### src/rtl/audio_tx_pkg.sv
package audio_tx_pkg;

  typedef enum logic [1:0] {
    TX_IDLE  = 2'd0,
    TX_DELAY = 2'd1,
    TX_SHIFT = 2'd2
  } tx_state_e;

  // Bits per word for each width code.
  function automatic logic [5:0] width_of(input logic [2:0] code);
    case (code)
      3'd0:    width_of = 6'd8;
      3'd1:    width_of = 6'd12;
      3'd2:    width_of = 6'd16;
      3'd3:    width_of = 6'd20;
      3'd4:    width_of = 6'd24;
      default: width_of = 6'd32;
    endcase
  endfunction

endpackage

### src/rtl/atx_edge_sync.sv
module atx_edge_sync #(
  parameter int SYNC_STAGES = 2
) (
  input  logic clk,
  input  logic rst,
  input  logic bclk_i,
  input  logic fs_i,
  input  logic launch_fall_i,
  input  logic fs_low_i,
  output logic launch_o,
  output logic fs_act_o
);
  localparam int BPW = SYNC_STAGES + 1;

  logic [BPW-1:0]         bclk_pipe;
  logic [SYNC_STAGES-1:0] fs_pipe;

  always_ff @(posedge clk) begin
    if (rst) begin
      bclk_pipe <= '0;
      fs_pipe   <= '0;
    end else begin
      bclk_pipe <= {bclk_pipe[BPW-2:0], bclk_i};
      fs_pipe   <= {fs_pipe[SYNC_STAGES-2:0], fs_i};
    end
  end

  logic cur_lvl, prv_lvl;
  assign cur_lvl  = bclk_pipe[SYNC_STAGES-1];
  assign prv_lvl  = bclk_pipe[SYNC_STAGES];
  // A launch pulse lasts one system clock after the selected bclk edge.
  assign launch_o = launch_fall_i ? (prv_lvl & ~cur_lvl) : (cur_lvl & ~prv_lvl);
  assign fs_act_o = fs_pipe[SYNC_STAGES-1] ^ fs_low_i;

endmodule

### src/rtl/atx_hold.sv
module atx_hold #(
  parameter int W = 32
) (
  input  logic         clk,
  input  logic         rst,
  input  logic         en_i,
  input  logic         armed_i,
  input  logic         wr_i,
  input  logic [W-1:0] wr_data_i,
  input  logic         take_i,
  output logic [W-1:0] word_o,
  output logic         req_o,
  output logic         underrun_o
);
  logic [W-1:0] hold_q, last_q;
  logic         full_q, urun_q;

  always_ff @(posedge clk) begin
    if (rst || !en_i) begin
      hold_q <= '0;
      last_q <= '0;
      full_q <= 1'b0;
      urun_q <= 1'b0;
    end else begin
      if (take_i) begin
        if (full_q) last_q <= hold_q;
        else        urun_q <= 1'b1;
        full_q <= 1'b0;
      end
      if (wr_i) begin
        hold_q <= wr_data_i;
        full_q <= 1'b1;
      end
    end
  end

  assign word_o     = full_q ? hold_q : last_q;
  assign req_o      = en_i & armed_i & ~full_q;
  assign underrun_o = urun_q;


  wr_fill_chk: assert property (@(posedge clk) disable iff (rst)
    (wr_i && en_i) |=> !req_o);

  underrun_sticky_chk: assert property (@(posedge clk) disable iff (rst)
    (underrun_o && en_i) |=> underrun_o);

  underrun_clear_chk: assert property (@(posedge clk) disable iff (rst)
    !en_i |=> (!underrun_o && !req_o));

endmodule

### src/rtl/atx_shift.sv
module atx_shift
  import audio_tx_pkg::*;
#(
  parameter int W           = 32,
  parameter int FRL_W       = 3,
  parameter int ARM_EDGES   = 2
) (
  input  logic             clk,
  input  logic             rst,
  input  logic             en_i,
  input  logic             launch_i,
  input  logic             fs_act_i,
  input  logic [2:0]       wlen_code_i,
  input  logic [FRL_W-1:0] frlen_i,
  input  logic [1:0]       delay_i,
  input  logic             ignore_fs_i,
  input  logic [W-1:0]     word_i,
  output logic             take_o,
  output logic             armed_o,
  output logic             sdata_o,
  output logic             sync_err_o
);
  localparam int BCW    = $clog2(W);
  localparam int ARM_CW = $clog2(ARM_EDGES + 1);

  tx_state_e        state_q;
  logic [W-1:0]     sh_q;
  logic [BCW-1:0]   bits_left_q;
  logic [FRL_W-1:0] words_left_q;
  logic [1:0]       dly_left_q;
  logic             fs_prev_q;
  logic [ARM_CW-1:0] arm_cnt_q;
  logic             sdata_q, serr_q;

  logic [5:0]   wbits;
  logic [5:0]   shamt;
  logic [W-1:0] aligned;
  logic [1:0]   dly_eff;
  logic         fs_start, restart, start_word;

  always_comb begin
    armed_o  = (arm_cnt_q == ARM_CW'(ARM_EDGES));
    wbits    = width_of(wlen_code_i);
    shamt    = 6'(W) - wbits;
    aligned  = word_i << shamt;
    dly_eff  = (delay_i == 2'd3) ? 2'd2 : delay_i;
    fs_start = armed_o & launch_i & fs_act_i & ~fs_prev_q;
    restart  = fs_start & ((state_q == TX_IDLE) | ~ignore_fs_i);
    start_word = 1'b0;
    if (armed_o && launch_i) begin
      if (restart)
        start_word = (dly_eff == 2'd0);
      else if (state_q == TX_DELAY)
        start_word = (dly_left_q == 2'd0);
      else if (state_q == TX_SHIFT)
        start_word = (bits_left_q == '0) && (words_left_q != '0);
    end
  end

  assign take_o = start_word;

  always_ff @(posedge clk) begin
    if (rst || !en_i) begin
      state_q      <= TX_IDLE;
      sh_q         <= '0;
      bits_left_q  <= '0;
      words_left_q <= '0;
      dly_left_q   <= '0;
      fs_prev_q    <= 1'b0;
      arm_cnt_q    <= '0;
      sdata_q      <= 1'b0;
      serr_q       <= 1'b0;
    end else if (launch_i) begin
      fs_prev_q <= fs_act_i;
      if (!armed_o) begin
        arm_cnt_q <= arm_cnt_q + ARM_CW'(1);
      end else begin
        if (restart) begin
          if (state_q != TX_IDLE) serr_q <= 1'b1;
          words_left_q <= frlen_i;
          state_q      <= TX_DELAY;
          dly_left_q   <= dly_eff - 2'd1;
          sdata_q      <= 1'b0;
        end else begin
          case (state_q)
            TX_DELAY: if (dly_left_q != 2'd0) dly_left_q <= dly_left_q - 2'd1;
            TX_SHIFT: begin
              if (bits_left_q != '0) begin
                sdata_q     <= sh_q[W-1];
                sh_q        <= sh_q << 1;
                bits_left_q <= bits_left_q - BCW'(1);
              end else if (words_left_q != '0) begin
                words_left_q <= words_left_q - FRL_W'(1);
              end else begin
                state_q <= TX_IDLE;
                sdata_q <= 1'b0;
              end
            end
            default: sdata_q <= 1'b0;
          endcase
        end
        // Word load overrides the per-state updates above.
        if (start_word) begin
          state_q     <= TX_SHIFT;
          sdata_q     <= aligned[W-1];
          sh_q        <= aligned << 1;
          bits_left_q <= BCW'(wbits - 6'd1);
        end
      end
    end
  end

  assign sdata_o    = sdata_q;
  assign sync_err_o = serr_q;


  idle_zero_chk: assert property (@(posedge clk) disable iff (rst)
    !en_i |=> (!sdata_o && !sync_err_o));

  sync_err_sticky_chk: assert property (@(posedge clk) disable iff (rst)
    (sync_err_o && en_i) |=> sync_err_o);

  arm_on_edge_chk: assert property (@(posedge clk) disable iff (rst)
    $rose(armed_o) |-> $past(launch_i));

  sdata_hold_chk: assert property (@(posedge clk) disable iff (rst)
    (en_i && !launch_i) |=> $stable(sdata_o));

endmodule

### src/rtl/framed_audio_tx.sv
module framed_audio_tx #(
  parameter int WORD_W      = 32,
  parameter int FRAME_LEN_W = 3,
  parameter int SYNC_STAGES = 2,
  parameter int ARM_EDGES   = 2
) (
  input  logic                   clk,
  input  logic                   rst,
  input  logic                   tx_en,
  input  logic                   bclk,
  input  logic                   fsync,
  input  logic                   launch_on_fall,
  input  logic                   fsync_active_low,
  input  logic                   ignore_early_fs,
  input  logic [2:0]             word_len_code,
  input  logic [FRAME_LEN_W-1:0] frame_words_m1,
  input  logic [1:0]             data_delay,
  input  logic                   wr_en,
  input  logic [WORD_W-1:0]      wr_data,
  output logic                   sdata,
  output logic                   req,
  output logic                   sync_err,
  output logic                   underrun
);
  logic              launch, fs_act, take, armed;
  logic [WORD_W-1:0] cur_word;

  atx_edge_sync #(.SYNC_STAGES(SYNC_STAGES)) u_sync (
    .clk(clk), .rst(rst), .bclk_i(bclk), .fs_i(fsync),
    .launch_fall_i(launch_on_fall), .fs_low_i(fsync_active_low),
    .launch_o(launch), .fs_act_o(fs_act)
  );

  atx_hold #(.W(WORD_W)) u_hold (
    .clk(clk), .rst(rst), .en_i(tx_en), .armed_i(armed),
    .wr_i(wr_en), .wr_data_i(wr_data), .take_i(take),
    .word_o(cur_word), .req_o(req), .underrun_o(underrun)
  );

  atx_shift #(.W(WORD_W), .FRL_W(FRAME_LEN_W), .ARM_EDGES(ARM_EDGES)) u_shift (
    .clk(clk), .rst(rst), .en_i(tx_en), .launch_i(launch), .fs_act_i(fs_act),
    .wlen_code_i(word_len_code), .frlen_i(frame_words_m1), .delay_i(data_delay),
    .ignore_fs_i(ignore_early_fs), .word_i(cur_word),
    .take_o(take), .armed_o(armed), .sdata_o(sdata), .sync_err_o(sync_err)
  );

endmodule

### config.mk
export PLATFORM = sky130hd
export DESIGN_NAME = framed_audio_tx
export DESIGN_NICKNAME = d
export VERILOG_FILES = /design/src/rtl/audio_tx_pkg.sv /design/src/rtl/atx_edge_sync.sv /design/src/rtl/atx_hold.sv /design/src/rtl/atx_shift.sv /design/src/rtl/framed_audio_tx.sv
export SDC_FILE = /design/constraint.sdc
export NUM_CORES = 1
export LEC_CHECK = 0
export CORE_MARGIN = 2
export CORE_UTILIZATION = 45
export DETAILED_ROUTE_END_ITERATION = 10
export DONT_BUFFER_PORTS = 1
export PLACE_DENSITY = 0.6
export SLEW_MARGIN = 5
export SYNTH_ARGS = -nofsm -noshare
export SYNTH_HDL_FRONTEND = slang
export SYNTH_SLANG_ARGS = --single-unit
### constraint.sdc
create_clock -name clk -period 4.4 [get_ports clk]
set_clock_uncertainty 0.05 [all_clocks]
set_input_delay 0.44 -clock clk [delete_from_list [all_inputs] [get_ports clk]]
set_output_delay 0.44 -clock clk [all_outputs]
set_load 0.02 [all_outputs]
==> qor.yml <==
outcome:
  outcome: "finished clean"
detailed_routing:
  drt-total-wl_um: 15200
  drc: 0
  ant_nets: 0
  drt-vias-per-instance: 5.84
  drt_first_pass_iters: 5
  wl_per_cell_um: 17.7
  vias: 5012
  drtIter0Drc: 423
cells_and_area:
  final_nets: 722
  final_cell_mix: "dfxtp_1 (118), nor2_1 (103), mux2i_1 (74)"
  drive_gt1_share_pct: 11.3
  nFillCells: 1213
  diodes: 0
  layout_commonest_cell: "dfxtp_1"
  register_area_um2: 2380
  multi_input_area_um2: 3390
  post-route-util_pct: 50.9
  finish.instance_area_um2: 6720
  area_growth_syn_to_layout_pct: 11.1
clock_tree:
  cts_max_level: 4
  cts_tree: "built"
  clock_sinks: 119
  post_cts_resized: 0
  cts_setup_buffers: 0
  clk_pin_slew_ns: 0.05
  cts_buffers: 17
  clkLatencyLatePin_ns: 0.42
  ctsHoldBuffers: 0
  root_buffer: "clkbuf_16"
  clk_path_buf_depth: 2
pwr:
  ir_drop_uv: 315
  cellLeakagePower_uw: 0.00252
  power_density_nw_per_um2: 394
  power_uw: 2650
setup_path:
  critical_path_depth: 9
  critical_path_buf_inv_count: 1
  startpoint: "u_shift.bits_left_q[0]$_SDFFE_PP0P_"
  r2r_cells: 9
  endpoint_kind: "flip-flop"
  cp-endpoint: "u_shift.bits_left_q[4]$_SDFFE_PP0P_"
  path_delay_family: "simple AND/OR/NAND/NOR gates"
  crit_slowest_cell: "or4b_1"
  r2r_end: "u_shift.bits_left_q[4]$_SDFFE_PP0P_"
  cp.required_ns: 4.62
  cp_common_cell: "or4_1"
  worstPathArrival_ns: 3.44
  ff2ff_setup_slack_ns: 1.18
  startpoint_type: "flip-flop"
  worstSetupPathType: "reg2reg"
  cp_cell_sequence: "or4_1 > or4b_1 > a221o_2 > nand2_1 > ha_1 > inv_1 > or4_1 > xor2_1 > a21oi_1"
  path_max_fanout: 5
  critPathMaxStageDelay_ns: 0.62
  r2r-start: "u_shift.bits_left_q[0]$_SDFFE_PP0P_"
global_route:
  grt-ovfl-total: 0
  grt_pass1_vias: 4707
  grt_use_total_pct: 22.0
  grt_pass1_wl_um: 24600
  grt_start_max_net_pins: 65
  antenna_found_initial: 0
floorplan:
  coreArea_um2: 13200
  fp-row-count: 42
  die-height_um: 120
  io_pins: 53
  die_w_um: 120
  start_util_pct: 45.8
  dieArea_um2: 14400
synth:
  async_flop_share_pct: 0
  ys_ff_latch: 119
  syn_nets: 751
  synth_cell_types: 55
  synth_ff_type: "dfxtp_1"
  syn_inst: 698
  yosys_warnings: 0
  seq_area_frac_synth_pct: 39.4
  postSynthAreaPerCell_um2: 8.66
  netlist_area_um2: 6040
  synth_edf_count: 0
place:
  dp_hpwl_um: 10400
  io_buffers: 0
  placed_area_um2: 6100
  gp_congestion: 0.959
sta:
  setup_viol: 0
  hold_violations: 0
  hold_ws_ns: 0.0349
  drv_slew: 0
  period_share_pct: 73.1
  setup_tns_ns: 0
  rsz0062_at_grt: "false"
  fmax_ghz: 0.311
  worst_pin_slew_ns: 1.06
  slew_headroom_pct: 29.4
  period_needed_ns: 3.22
job:
  max_cap_viol_count: 0
worst_hold_path:
  hold_path.class: "in2reg"
metal layers:
layer  wire length [um]  track usage, %  vias up
li1                   -               -     2468
met1               7240            30.6     2371
met2               6730            32.6      142
met3                896            6.13       31
met4                287            7.72        0
met5                  0               0        -
synth_stat cells, types with 3 or more instances:
| library cell | n | area share, % |
|---|---|---|
| nor2b_1 | 11 | 1.1 |
| o211ai_1 | 3 | 0.37 |
| a211oi_1 | 39 | 4.8 |
| xor2_1 | 3 | 0.43 |
| dfxtp_1 | 119 | 39 |
| a21oi_1 | 53 | 4.4 |
| mux2i_1 | 74 | 12 |
| nand2_1 | 64 | 4.0 |
| ha_1 | 4 | 0.83 |
| nand3_1 | 3 | 0.25 |
| nand2b_1 | 5 | 0.52 |
| a31oi_1 | 8 | 0.83 |
| o21ai_0 | 30 | 2.5 |
| inv_1 | 9 | 0.56 |
| and2_1 | 4 | 0.41 |
| buf_2 | 9 | 0.75 |
| or3_1 | 3 | 0.31 |
| buf_1 | 4 | 0.25 |
| a221oi_1 | 3 | 0.43 |
| o221ai_1 | 3 | 0.43 |
| o22ai_1 | 10 | 1.0 |
| a311oi_1 | 5 | 0.72 |
| nor3_1 | 15 | 1.2 |
| and3_1 | 6 | 0.62 |
| nor2_1 | 103 | 6.4 |
| mux2_2 | 21 | 3.9 |
| xnor2_1 | 4 | 0.58 |
| mux4_2 | 8 | 3.0 |
| clkbuf_1 | 41 | 2.5 |
metrics by stage:
step	worst slack [ns]	cells
after detailed placement	1.17	826
after floorplan	1.08	698
after global routing	0.992	858
final	1.18	858
after global placement	1.24	826
after CTS	1.17	858
where the power goes:
group / internal [uW] / switching [uW]
combinational: 46.7 / 70.0
clock: 934 / 494
sequential: 1090 / 12.1
total: 2070 / 576
logic make-up after synthesis:
group | Yosys count | share of synthesized area [%]
XOR/XNOR | 7 | 1.01
adder cells (fa/ha/maj) | 4 | 0.828
buffers and inverters | 66 | 4.60
flip-flops | 119 | 39.4
multiplexers | 103 | 19.2
AO/OA/AOI/OAI | 174 | 18.7
AND/OR/NAND/NOR | 225 | 16.3
worst min path at each step:
| stage | start | to | slack (ns) | depth (start not counted) |
|---|---|---|---|---|
| global placement | u_sync.bclk_pipe[0]$_SDFF_PP0_ | u_sync.bclk_pipe[1]$_SDFF_PP0_ | 0.37 | 1 |
| CTS | rst | u_sync.fs_pipe[0]$_SDFF_PP0_ | 0.02 | 1 |
| detailed placement | u_sync.fs_pipe[0]$_SDFF_PP0_ | u_sync.fs_pipe[1]$_SDFF_PP0_ | 0.38 | 1 |
| global route | rst | u_sync.fs_pipe[0]$_SDFF_PP0_ | 0.02 | 1 |
| finish | rst | u_sync.fs_pipe[1]$_SDFF_PP0_ | 0.03 | 1 |
| floorplan | u_sync.bclk_pipe[0]$_SDFF_PP0_ | u_sync.bclk_pipe[1]$_SDFF_PP0_ | 0.36 | 1 |
flip-flops by register name (all words and copies together), names as in the netlist:
name / cells
u_shift.sh_q: 31
u_shift.dly_left_q: 2
u_sync.bclk_pipe: 3
u_hold.underrun_o: 1
u_shift.words_left_q: 3
u_shift.sdata_o: 1
u_hold.last_q: 32
u_shift.state_q: 2
u_hold.hold_q: 32
u_shift.sync_err_o: 1
u_hold.full_q: 1
u_shift.arm_cnt_q: 2
u_shift.bits_left_q: 5
u_shift.fs_prev_q: 1
u_sync.fs_pipe: 2
layout make-up:
cell class	instances	share of cell area (%)
inverter	9	0.503
tap	176	3.28
multi-input combinational	513	50.5
clock buffer	21	7.01
clock inverter	11	2.20
timing repair buffer	9	1.01
sequential	119	35.5
(Power assumes the default switching activity.)
